==> src/rtl/tclk_pkg.sv <==
package tclk_pkg;

  typedef enum logic [2:0] {
    SRC_NONE   = 3'd0,
    SRC_IOCLK  = 3'd1,
    SRC_XTAL   = 3'd2,
    SRC_EXTIN  = 3'd3,
    SRC_ALTPAD = 3'd4
  } src_e;

  typedef struct packed {
    src_e       src;
    logic       osc_en;
    logic [2:0] pad_free;   // [0] alt clock pad, [1] osc output pad, [2] osc input pad
  } route_t;

  // Source, oscillator and pad-release decode
  function automatic route_t decode_route(logic async_sel, logic ext_sel, logic alt_sel);
    route_t r;
    r = '{src: SRC_NONE, osc_en: 1'b0, pad_free: 3'b000};
    if (!async_sel) begin
      if (!ext_sel) begin
        r.src      = SRC_IOCLK;
        r.pad_free = 3'b111;
      end
    end else if (alt_sel) begin
      r.src      = SRC_ALTPAD;
      r.osc_en   = ~ext_sel;
      r.pad_free = ext_sel ? 3'b110 : 3'b000;
    end else if (ext_sel) begin
      r.src      = SRC_EXTIN;
      r.pad_free = 3'b011;
    end else begin
      r.src      = SRC_XTAL;
      r.osc_en   = 1'b1;
      r.pad_free = 3'b001;
    end
    return r;
  endfunction

  // log2 of the division ratio for each select code (code 0 is handled as stop)
  function automatic logic [3:0] div_log2(logic [2:0] sel);
    logic [3:0] k;
    case (sel)
      3'd2:    k = 4'd3;
      3'd3:    k = 4'd5;
      3'd4:    k = 4'd6;
      3'd5:    k = 4'd7;
      3'd6:    k = 4'd8;
      3'd7:    k = 4'd10;
      default: k = 4'd0;
    endcase
    return k;
  endfunction

endpackage

==> src/rtl/tclk_src_route.sv <==
module tclk_src_route
  import tclk_pkg::*;
(
  input  logic       clk,
  input  logic       rst_n,
  input  logic       cs_async,
  input  logic       cs_ext,
  input  logic       cs_alt,
  input  logic       tick_io,
  input  logic       tick_xtal,
  input  logic       tick_extin,
  input  logic       tick_altpad,
  output logic       src_tick,
  output logic       osc_en,
  output logic [2:0] pad_free
);

  route_t route;
  logic   undef_combo;

  assign route       = decode_route(cs_async, cs_ext, cs_alt);
  assign osc_en      = route.osc_en;
  assign pad_free    = route.pad_free;
  assign undef_combo = ~cs_async & cs_ext;

  always_comb begin
    unique case (route.src)
      SRC_IOCLK:  src_tick = tick_io;
      SRC_XTAL:   src_tick = tick_xtal;
      SRC_EXTIN:  src_tick = tick_extin;
      SRC_ALTPAD: src_tick = tick_altpad;
      default:    src_tick = 1'b0;
    endcase
  end

  AST_UNDEF_SILENT: assert property (@(posedge clk) disable iff (!rst_n)
    undef_combo |-> (!src_tick && !osc_en && pad_free == 3'b000));
  AST_OSC_HOLDS_PADS: assert property (@(posedge clk) disable iff (!rst_n)
    osc_en |-> (pad_free[2:1] == 2'b00));
  AST_IO_FREES_ALL: assert property (@(posedge clk) disable iff (!rst_n)
    (!cs_async && !cs_ext) |-> (pad_free == 3'b111 && !osc_en));

endmodule

==> src/rtl/tclk_prescaler.sv <==
module tclk_prescaler
  import tclk_pkg::*;
#(
  parameter int MAX_LOG2 = 10,
  parameter int SEL_W    = 3
) (
  input  logic             clk,
  input  logic             rst_n,
  input  logic             src_tick,
  input  logic [SEL_W-1:0] sel,
  input  logic             clr,
  output logic             tick_out
);

  localparam int CNT_W = MAX_LOG2;

  logic [CNT_W-1:0] cnt_q;
  logic [CNT_W-1:0] low_mask;
  logic [3:0]       div_k;
  logic             stopped;
  logic             boundary;
  logic             advance;

  assign div_k   = div_log2(sel);
  assign stopped = (sel == '0);
  assign advance = src_tick & ~clr;

  always_comb begin
    for (int i = 0; i < CNT_W; i++) begin
      low_mask[i] = (i < int'(div_k));
    end
  end

  assign boundary = ((cnt_q & low_mask) == low_mask);
  assign tick_out = advance & ~stopped & boundary;

  always_ff @(posedge clk or negedge rst_n) begin
    if (!rst_n) begin
      cnt_q <= '0;
    end else if (clr) begin
      cnt_q <= '0;
    end else if (src_tick) begin
      cnt_q <= cnt_q + 1'b1;
    end
  end

  AST_CLR_ZERO: assert property (@(posedge clk) disable iff (!rst_n)
    clr |=> (cnt_q == '0));
  AST_IDLE_HOLD: assert property (@(posedge clk) disable iff (!rst_n)
    (!src_tick && !clr) |=> $stable(cnt_q));
  AST_STOP_SILENT: assert property (@(posedge clk) disable iff (!rst_n)
    stopped |-> !tick_out);
  AST_OUT_NEEDS_SRC: assert property (@(posedge clk) disable iff (!rst_n)
    tick_out |-> src_tick);

endmodule

==> src/rtl/tclk_irq_mask.sv <==
module tclk_irq_mask #(
  parameter int REG_W = 8,
  parameter int IRQ_N = 3
) (
  input  logic             clk,
  input  logic             rst_n,
  input  logic             we,
  input  logic [REG_W-1:0] wdata,
  output logic [REG_W-1:0] rdata,
  input  logic             gie,
  input  logic [IRQ_N-1:0] flags,
  output logic [IRQ_N-1:0] irqs
);

  logic [IRQ_N-1:0] mask_q;

  always_ff @(posedge clk or negedge rst_n) begin
    if (!rst_n) begin
      mask_q <= '0;
    end else if (we) begin
      mask_q <= wdata[IRQ_N-1:0];
    end
  end

  assign rdata = {{(REG_W-IRQ_N){1'b0}}, mask_q};

  for (genvar g = 0; g < IRQ_N; g++) begin : g_gate
    assign irqs[g] = gie & mask_q[g] & flags[g];
  end

  AST_RSVD_ZERO: assert property (@(posedge clk) disable iff (!rst_n)
    rdata[REG_W-1:IRQ_N] == '0);
  AST_MASK_LOAD: assert property (@(posedge clk) disable iff (!rst_n)
    we |=> (rdata[IRQ_N-1:0] == $past(wdata[IRQ_N-1:0])));
  AST_IRQ_NEEDS_GIE: assert property (@(posedge clk) disable iff (!rst_n)
    (irqs != '0) |-> gie);
  AST_IRQ_NEEDS_FLAG: assert property (@(posedge clk) disable iff (!rst_n)
    ((irqs & ~flags) == '0));

endmodule

==> src/rtl/tclk_select_top.sv <==
module tclk_select_top #(
  parameter int MAX_LOG2 = 10,
  parameter int SEL_W    = 3,
  parameter int REG_W    = 8
) (
  input  logic             clk,
  input  logic             rst_n,
  input  logic             cs_async,
  input  logic             cs_ext,
  input  logic             cs_alt,
  input  logic             tick_io,
  input  logic             tick_xtal,
  input  logic             tick_extin,
  input  logic             tick_altpad,
  input  logic [SEL_W-1:0] presc_sel,
  input  logic             presc_clr,
  input  logic             msk_we,
  input  logic [REG_W-1:0] msk_wdata,
  output logic [REG_W-1:0] msk_rdata,
  input  logic             gie,
  input  logic             flag_ovf,
  input  logic             flag_cmpa,
  input  logic             flag_cmpb,
  output logic             cnt_tick,
  output logic             osc_en,
  output logic [2:0]       pad_free,
  output logic             irq_ovf,
  output logic             irq_cmpa,
  output logic             irq_cmpb
);

  localparam int IRQ_N = 3;

  logic             src_tick;
  logic [IRQ_N-1:0] flags;
  logic [IRQ_N-1:0] irqs;

  tclk_src_route u_route (
    .clk        (clk),
    .rst_n      (rst_n),
    .cs_async   (cs_async),
    .cs_ext     (cs_ext),
    .cs_alt     (cs_alt),
    .tick_io    (tick_io),
    .tick_xtal  (tick_xtal),
    .tick_extin (tick_extin),
    .tick_altpad(tick_altpad),
    .src_tick   (src_tick),
    .osc_en     (osc_en),
    .pad_free   (pad_free)
  );

  tclk_prescaler #(
    .MAX_LOG2(MAX_LOG2),
    .SEL_W   (SEL_W)
  ) u_presc (
    .clk     (clk),
    .rst_n   (rst_n),
    .src_tick(src_tick),
    .sel     (presc_sel),
    .clr     (presc_clr),
    .tick_out(cnt_tick)
  );

  assign flags = {flag_cmpb, flag_cmpa, flag_ovf};

  tclk_irq_mask #(
    .REG_W(REG_W),
    .IRQ_N(IRQ_N)
  ) u_mask (
    .clk  (clk),
    .rst_n(rst_n),
    .we   (msk_we),
    .wdata(msk_wdata),
    .rdata(msk_rdata),
    .gie  (gie),
    .flags(flags),
    .irqs (irqs)
  );

  assign irq_ovf  = irqs[0];
  assign irq_cmpa = irqs[1];
  assign irq_cmpb = irqs[2];

  AST_CLR_BEATS_TICK: assert property (@(posedge clk) disable iff (!rst_n)
    presc_clr |-> !cnt_tick);

endmodule

==> config.mk <==
export PLATFORM = sky130hd
export DESIGN_NAME = tclk_select_top
export DESIGN_NICKNAME = d
export VERILOG_FILES = /design/src/rtl/tclk_pkg.sv /design/src/rtl/tclk_src_route.sv /design/src/rtl/tclk_prescaler.sv /design/src/rtl/tclk_irq_mask.sv /design/src/rtl/tclk_select_top.sv
export SDC_FILE = /design/constraint.sdc
export NUM_CORES = 1
export LEC_CHECK = 0
export ABC_AREA = 1
export BUFFER_PORTS_ARGS = -buffer_cell sky130_fd_sc_hd__buf_2
export CAP_MARGIN = 20
export CORE_MARGIN = 5
export CORE_UTILIZATION = 45
export DETAILED_ROUTE_END_ITERATION = 8
export PLACE_DENSITY = 0.76
export SYNTH_ARGS = -nofsm -noshare
export SYNTH_HDL_FRONTEND = slang
export SYNTH_SLANG_ARGS = --single-unit
==> constraint.sdc <==
create_clock -name clk -period 1.55 [get_ports clk]
set_input_delay 0.2325 -clock clk [delete_from_list [all_inputs] [get_ports clk]]
set_output_delay 0.2325 -clock clk [all_outputs]
set_load 0.03 [all_outputs]
# Word level (Yosys, flattened, before mapping)
# Index checks and enable logic that the tools add are counted.
# word_totals
reg_bits	13
inputBits	26
# op_classes
addsub	1
order_cmp	10
eq_ne	11
n_mux	14
bitwise	13
reduce_logical	2
# op_table
operator	n
one-hot mux 4 bit (6 select lines)	1
2-to-1 mux 10 bit	2
less-than comparator 3 x 4 -> 1 bit, first input constant	4
equality test 3 bit, second input constant	5
equality test 3 x 2 -> 1 bit, second input constant	4
2-to-1 mux 3 bit	4
adder 10 x 1 -> 10 bit, second input constant	1
bitwise AND 10 bit	1
equality test 10 bit	1
bitwise AND 1 bit	9
less-than comparator 1 x 4 -> 1 bit, first input constant	2
less-than comparator 2 x 4 -> 1 bit, first input constant	2
less-than comparator 4 bit, first input constant	2
2-to-1 mux 7 bit	1
2-to-1 mux 1 bit	4
one-hot mux 1 bit (4 select lines)	1
equality test 3 x 1 -> 1 bit, second input constant	1
zero test 3 bit	1
NOT 1 bit	3
2-to-1 mux 2 bit	1
nonzero test 2 bit	1

# Longest topological paths before layout
# Gate-level depths: netlist of run 1.
# depth
word_depth	8
ltp_mapped	11
ltp_nobuf	11

# By module
# Synthesis of run 1 repeated with hierarchy kept, for this count alone.
# hier_totals
hier_cells	137
area_unflattened_um2	877.1
# modules_own_cells
module	instances	cells_per_inst	area_per_inst_um2	seq_area_each_um2
tclk_prescaler	1	90	604.3	250.2
tclk_irq_mask	1	28	187.7	75.1
tclk_src_route	1	19	85.1	0.0

# Worst setup path after synthesis of run 1
# Ideal clock, no wire load.
# synth_timing
kind	in2out
startpoint	input port cs_async
endpoint	output port cnt_tick
t_arrival_ns	1.290
required_time_ns	1.317
path_slack_ns	0.028
stages	10
cell_sequence	inv_2 ha_1 nand2_1 nand2_1 inv_1 nand2_1 nand2_2 nor2_4 nand2_1 nor2_1
# synth_via
elab_chain_cells	6
elab_cells_between_ends	9
# synth_rtl
item	line_no	rtl
start: declaration	tclk_select_top.sv:8	input logic cs_async,
2-to-1 mux 3 bit *	tclk_pkg.sv:21	if (!async_sel) begin
equality test 3 bit (tied with other cells)	tclk_src_route.sv:27	unique case (route.src)
one-hot mux 1 bit (4 select lines) *	tclk_src_route.sv:27	
bitwise AND 1 bit *	tclk_prescaler.sv:26	assign advance = src_tick & ~clr;
bitwise AND 1 bit * (2 in series)	tclk_prescaler.sv:35	assign tick_out = advance & ~stopped & boundary;
end: declaration	tclk_select_top.sv:24	output logic cnt_tick,
# Mark *: on every way between the ends. The rest lies on a longest branch, timed or not.

# Worst setup path after layout of run 1
# layout_timing
startpoint	register u_presc.cnt_q[6]
endpoint	output port cnt_tick
# layout_via
elab_chain_cells	3
# layout_rtl
item	line_no	rtl
start: declaration	tclk_prescaler.sv:17	logic [CNT_W-1:0] cnt_q;
start signal: assignment	tclk_prescaler.sv:43	cnt_q <= cnt_q + 1'b1;
bitwise AND 10 bit	tclk_prescaler.sv:34	assign boundary = ((cnt_q & low_mask) == low_mask);
equality test 10 bit	tclk_prescaler.sv:34	
bitwise AND 1 bit	tclk_prescaler.sv:35	
# Every way passes these cells.

==> results.md, run 1 <==
- # DRC: 0
- Dpl hpwl: ~1900 um
- Num CTS Buffers: 3
- Worst setup startpoint: u_presc.cnt_q[6]
- Crit path time final: 1540 ps
- DIE AREA: around 3200 um^2
- First-pass GRT wire length: about 4200 um
- Port bufs: 31
- Hold WS: approximately 150 ps
- Synth Warn #: 0
- Kind of critical path: reg2out
- GP Congestion: between 0.8 and 0.9
- Vias in the first global route: 1032
- #FFs+latches synth: 13
- Layout area overhead: 32.8%
- Hold Path Class: in2reg
- Clock Sinks: 13
- Clk buf depth: 2
- Power density over cell area: slightly above 600 nW/um^2
- Syn Area/Cell: a little under 7 um^2
- Ratio of cells with drive above 1 in the final layout: 0.321
- Delay of the slowest cell on the worst path: 410 ps
- Number of cells on the worst reg-to-reg path: 7
- Post-Syn Area: between 900 and 1000 um^2
- Sequential-to-total area share from yosys stat: 0.332
- 1st-iter DRT viols: 38
- Reg-to-Reg Start: u_presc.cnt_q[0]
- Initial antenna violation count: 0
- Delay-heaviest family, CP: flip-flops
- Max IR drop VDD: between 0.0004 and 0.0005 V
- Hold Vio Cnt, Final: 0
- Clock-pin slew on the worst setup and hold paths: 80 ps
- Worst-path maximum fanout: 3
- Setup Viol. Count Final: 0
- Bufs and invs on worst path: 1
- Final nets: between 200 and 250
- Root buf cell: clkbuf_4
- Netlist cell types: 24
- Total wire length: 2630 um
- Leakage power: ~0.00077 uW
- DR vias: about 1.1k
- Async S/R FF share, synth: 1.00
- Gr usage total: 0.169
- Worst path cell trace: nand2_1, nand2_1, nand2_1, o21ai_1, nand2_1, nor2_1, buf_4
- Ant diodes: 0
- Die width: about 57 um
- Largest net degree at the start of global routing: 14
- Crit path DAT: roughly 1300 ps
- CP most frequent cell: nand2_1
- Setup tns final: 0 ps
- Initial Utilization: 0.457
- CTS tree: done
- Levels on crit path: 7
- Final period util: 0.991
- Row Count: 17
- Clk Latency, worst-skew pair: a little under 300 ps
- Max Clock Skew: roughly 8.5 ps
- Antenna viol nets, final: 0
- Worst hold stages: 3
- CP Launch Type: flop
- Synth Flop Type: dfrtp_1
- Slowest CP cell: dfrtp_1
- Worst setup EP type: primary output
- EDFF count, synth: 0
- Max-Cap Viols: 0
- Pre-antenna DRT Iters: 4
- Core area: 2150 um^2
- Top Usage Layer GRT: met2
- Slew Viols, Final: 0
- Met2 usage: 0.315
- Outcome: finished clean
- Mapped Cells: around 150
- Die Y: 56.7 um
- HP Start: msk_wdata[1]
- Reg2Reg Setup Slack: roughly 80 ps
- Req. time, crit path: ~1300 ps
- Remaining Overflow, GRT: 0
- Met3 track demand over resource: 0.0322
- Fill cells: 196
- F_max: roughly 650 MHz
- Total I/O pin count: 42
- WL per Instance: between 10 and 15 um
- H-tree depth: 1
- Vias per cell: approximately 5
- RSZ-0062 raised after global routing: true
- Grt met1 use: 0.174
[synth_stat cells (2+ instances only)]
cell type / number / area share
buf_4: 5 / 0.038
dfrtp_1: 13 / 0.33
ha_1: 4 / 0.051
inv_1: 19 / 0.073
inv_2: 3 / 0.011
nand2_1: 51 / 0.20
nand2_2: 2 / 0.013
nand3_1: 5 / 0.026
nand3_2: 2 / 0.020
nand4_1: 8 / 0.051
nor2_1: 12 / 0.046
o21ai_0: 7 / 0.036
o21bai_1: 2 / 0.015
xor2_1: 2 / 0.018
[cells by family (layout without fill, tap and decap cells)]
family	after synthesis	in the layout	synth area share
DFF	13	13	0.332
xor gates and xnor gates	2	2	0.0179
muxes	1	1	0.0115
other	1	5	0.00382
adders and majority gates	4	4	0.0510
AOI/OAI and AO/OA	12	12	0.0753
and+or+nand+nor	84	84	0.381
buffers and inverters	28	72	0.128
[path summary, 6_finish.rpt]
path | end
setup / recovery | cnt_tick
hold / removal | u_mask.mask_q[1]
setup reg to reg | u_presc.cnt_q[4]
hold reg to reg | u_mask.mask_q[0]
max in group asynchronous | u_mask.mask_q[0]
min in group asynchronous | u_presc.cnt_q[8]
[sequential cells by signal, summed over array words and instances, names as in the netlist]
signal	cells
u_presc.cnt_q	10
u_mask.mask_q	3
[area by class of cell]
| cell class | instances | area, um^2 | area share |
|---|---|---|---|
| tap | 28 | 35.0 | 0.0269 |
| clock buffer | 4 | 26.3 | 0.0202 |
| timing repair buffer | 46 | 273 | 0.209 |
| multi-input combinational | 108 | 558 | 0.428 |
| inverter | 22 | 85.1 | 0.0653 |
| sequential | 13 | 325 | 0.250 |
[worst reg2reg max path, stage by stage (launching register included)]
cell	delay, ps
dfrtp_1	410
buf_4	160
ha_1	210
nand2_2	90
nor2_1	70
or2_2	270
nand4_1	90
nand2_1	50
[metal layers]
metal | routed length (um) | share of wire | up-vias
met2 | 1390 | 0.53 | 46
li1 | - | - | 540
met1 | 970 | 0.37 | 504
met4 | 89 | 0.034 | 0
met3 | 172 | 0.065 | 9
met5 | 0 | 0 | -
[cells in the final DEF, fill, tap and decap left out, types with 3 or more instances in the layout]
cell      instances
buf_2            30
clkbuf_4          3
nand2_1          49
o21ai_0           6
nand2_2           4
nand3_1           5
conb_1            5
dfrtp_1          13
nor2_1           12
nand4_1           8
buf_4            15
inv_1            19
ha_1              4
[report_power, final]
part	internal, uW	leakage (uW)	switching [uW]
clock	100	0.0000150	127
sequential	350	0.000175	8.06
combinational	70.0	0.000583	139
[stage by stage]
| stage | power [uW] | cells | util | area (um^2) | setup WS [ps] |
|---|---|---|---|---|---|
| after floorplan | 495 | 149 | - | 996 | 27.8 |
| after global placement | 557 | 206 | 0.546 | 1170 | 42.9 |
| after detailed placement | 565 | 206 | 0.546 | 1170 | 6.84 |
| after CTS | 796 | 218 | 0.589 | 1260 | 0.106 |
| after global routing | 837 | 221 | 0.606 | 1300 | -68.2 |
| final | 795 | 221 | 0.606 | 1300 | 13.5 |
[repair_timing]
action,in CTS,in global routing
setup buffers,7,3
hold endpoints to repair,13,0
gates resized for setup,2,5
hold buffers,1,0
setup endpoints to repair,1,1
pin swaps,0,2
cloned,0,0
Power figures use the tool's default switching activity.
==> run 2, diff against run 1 <==
Settings changed: ABC_AREA 1 to unset, PLACE_DENSITY 0.76 to 0.77.
==> run 2 against run 1 <==
Compared with the run above:
- the flow now finishes with violations (setup timing)
- sequential power about the same
- routed wire length down 7.5%
- die area down 3.0%
- combinational power up 18%
- synthesized area down 3.6%
- global-route usage down 1.7 points
- hold slack better by 33 ps
- non-clock buffer count up 8
- critical path type unchanged
- critical endpoint unchanged
- largest power group unchanged
==> results.md, run 2 <==
- DIE AREA: just over 3000 um^2
- Initial antenna violation count: 0
- Leakage power: slightly below 0.0007 uW
- WL per Instance: ~13 um
- Worst hold stages: 2
- Area taken by multi-input logic gates: 628 um^2
- Register Area: 325 um^2
- H-tree depth: 1
- Remaining Overflow, GRT: 0
- Core area: 1980 um^2
- Ratio of cells with drive above 1 in the final layout: 0.516
- First-pass GRT wire length: 3930 um
- Top cells by count, synth: dfrtp_1, mux2_2, nor2_1
- Final Core Density: 0.697
- CTS tree: done
- Die Y: around 56 um
- Sequential-to-total area share from yosys stat: 0.344
- Pre-antenna DRT Iters: 4
- Kind of critical path: reg2out
- Post-Syn Area: 946 um^2
- Hold Path Class: in2reg
- Outcome: complete, but fails checks
- Max-Cap Viols: 0
- EDFF count, synth: 0
- Ant diodes: 0
- Port bufs: 31
- HP Start: msk_wdata[2]
- Slew Viols, Final: 0
- Vias in the first global route: between 900 and 1k
- DR vias: between 900 and 1k
- Final period util: 1.28
- Clock Sinks: 13
- Clk buf depth: 2
- Num CTS Buffers: 3
- Root buf cell: clkbuf_4
- Max IR drop VDD: just under 0.0005 V
- Fill cells: between 150 and 200
- Synth Warn #: 0
- 1st-iter DRT viols: 15
- Async S/R FF share, synth: 1.00
- Most frequent cell after synthesis: dfrtp_1
- Clock-pin slew on the worst setup and hold paths: about 90 ps
- Clk Latency, worst-skew pair: between 200 and 300 ps
- Vias per cell: 5.11
- RSZ-0062 raised after global routing: true
- Total wire length: 2430 um
- Reg-to-Reg Start: u_presc.cnt_q[2]
- Crit path time final: about 2000 ps
- CP Launch Type: flop
- Mapped Cells: slightly above 100
- Row Count: 16
- Crit path DAT: 1750 ps
- Dpl hpwl: 1770 um
- Failing checks: setup timing
- F_max: between 500 and 600 MHz
- Yosys top cell by area: dfrtp_1
- Number of cells on the worst reg-to-reg path: 4
- # DRC: 0
- Dominant cells by area after synthesis: dfrtp_1, mux2_2, nor2b_1
- Regs by FF count: u_presc.cnt_q (10), u_mask.mask_q (3)
- Setup Viol. Count Final: 1
- Gr usage total: 0.152
- Antenna viol nets, final: 0
- Netlist cell types: 31
- Endpoint of the worst hold path: u_mask.mask_q[2]
- Final nets: 186
- Syn Area/Cell: 9.37 um^2
- Die width: between 50 and 60 um
- Synth Flop Type: dfrtp_1
- GP Congestion: a little under 0.8
- Worst setup EP type: primary output
- Power density over cell area: around 600 nW/um^2
- Reg2reg end: u_presc.cnt_q[9]
- Largest net degree at the start of global routing: 20
- Worst-path maximum fanout: 2
- Largest register FFs: 10
- Layout area overhead: 46.0%
- Setup tns final: -430 ps
- Max Clock Skew: ~8.7 ps
- Total I/O pin count: between 40 and 50
- Top-area cell type share of the netlist area: 0.344
- Largest Register: u_presc.cnt_q
- Commonest non-fill, non-tap cell in the layout: buf_2
- Hold Vio Cnt, Final: 0
- Req. time, crit path: 1320 ps
- Reg2Reg Setup Slack: about 70 ps
- Most frequent cells in the layout: buf_2, buf_4, dfrtp_1, nor2_1, mux2_2
- Initial Utilization: 0.477
- Setup WS post-layout: -430 ps
- #FFs+latches synth: 13
-- run 2: cell count changes in the layout (fill, tap and decap cells not counted), sizes merged, moves of 2 or more --
cell    delta
a211oi     +2
a21oi      +6
and3       +2
buf        +8
inv       -19
mux2      +11
nand2     -50
nand4      -6
nor2       -4
nor2b      +9
nor3       +2
o21ai      -3
o21bai     -2
xor2       -2
-- run 2: through the flow --
step	std cells	cell area, um^2	worst slack (ps)	total power [uW]	hold slack (ps)
floorplan	105	991	-252	509	-63.1
detailed placement	173	1260	-306	588	142
CTS	178	1310	-430	807	171
global placement	173	1260	-252	581	133
global route	182	1380	-488	861	181
finish	182	1380	-430	817	179
-- run 2: logic make-up (layout without fill, tap and decap cells) --
kind of cell / count (synthesis) / in the layout / share of synthesized area
buffers and inverters: 11 / 61 / 0.0648
adder cells (fa/ha/maj): 4 / 4 / 0.0529
flip-flops: 13 / 13 / 0.344
other: 1 / 5 / 0.00396
multiplexers: 13 / 13 / 0.157
AO/OA/AOI/OAI: 20 / 20 / 0.160
AND/OR/NAND/NOR: 39 / 39 / 0.217
-- run 2: how the worst max path moves through the flow --
stage	to	start	slack (ps)
6_report	cnt_tick	u_presc.cnt_q[2]	-430
5_1_grt	cnt_tick	u_presc.cnt_q[5]	-490
4_1_cts	cnt_tick	u_presc.cnt_q[4]	-430
3_5_place_dp	u_presc.cnt_q[5]	cs_async	-310
3_3_place_gp	cnt_tick	u_presc.cnt_q[5]	-250
2_1_floorplan	cnt_tick	u_presc.cnt_q[2]	-250
-- run 2: timing repair --
action	4_1_cts	5_1_grt
buffers inserted	0	5
hold buffers	1	0
gates resized for setup	4	11
pin swaps	3	3
endpoints found under the setup margin	2	5
hold endpoints to repair	13	0
gates cloned	0	0
-- run 2: routing by layer --
metal  global-route usage  routed length (um)  up-vias
met5                    0                   0        -
li1                     -                   -      459
met2                0.287                1310       32
met1                0.161                 907      433
met3               0.0209                 158        6
met4               0.0780                  49        0
-- run 2: worst max-delay path: stages, from the launching register on --
cell       delay, ps
dfrtp_1          390
and4_4           260
nand3_2           80
o32a_1           330
a2111oi_4        200
buf_4            210
-- run 2: area by class of cell --
type                            count  area share
Tap cell                           27      0.0245
Clock inverter                      1     0.00362
Timing Repair Buffer               54       0.255
Clock buffer                        3      0.0163
Sequential cell                    13       0.236
Inverter                            3     0.00996
Multi-Input combinational cell     81       0.455
-- run 2: where the power goes --
group / switching [uW] / internal [uW]
sequential: 8.07 / 351
combinational: 145 / 101
clock: 116 / 95.7
total: 269 / 548
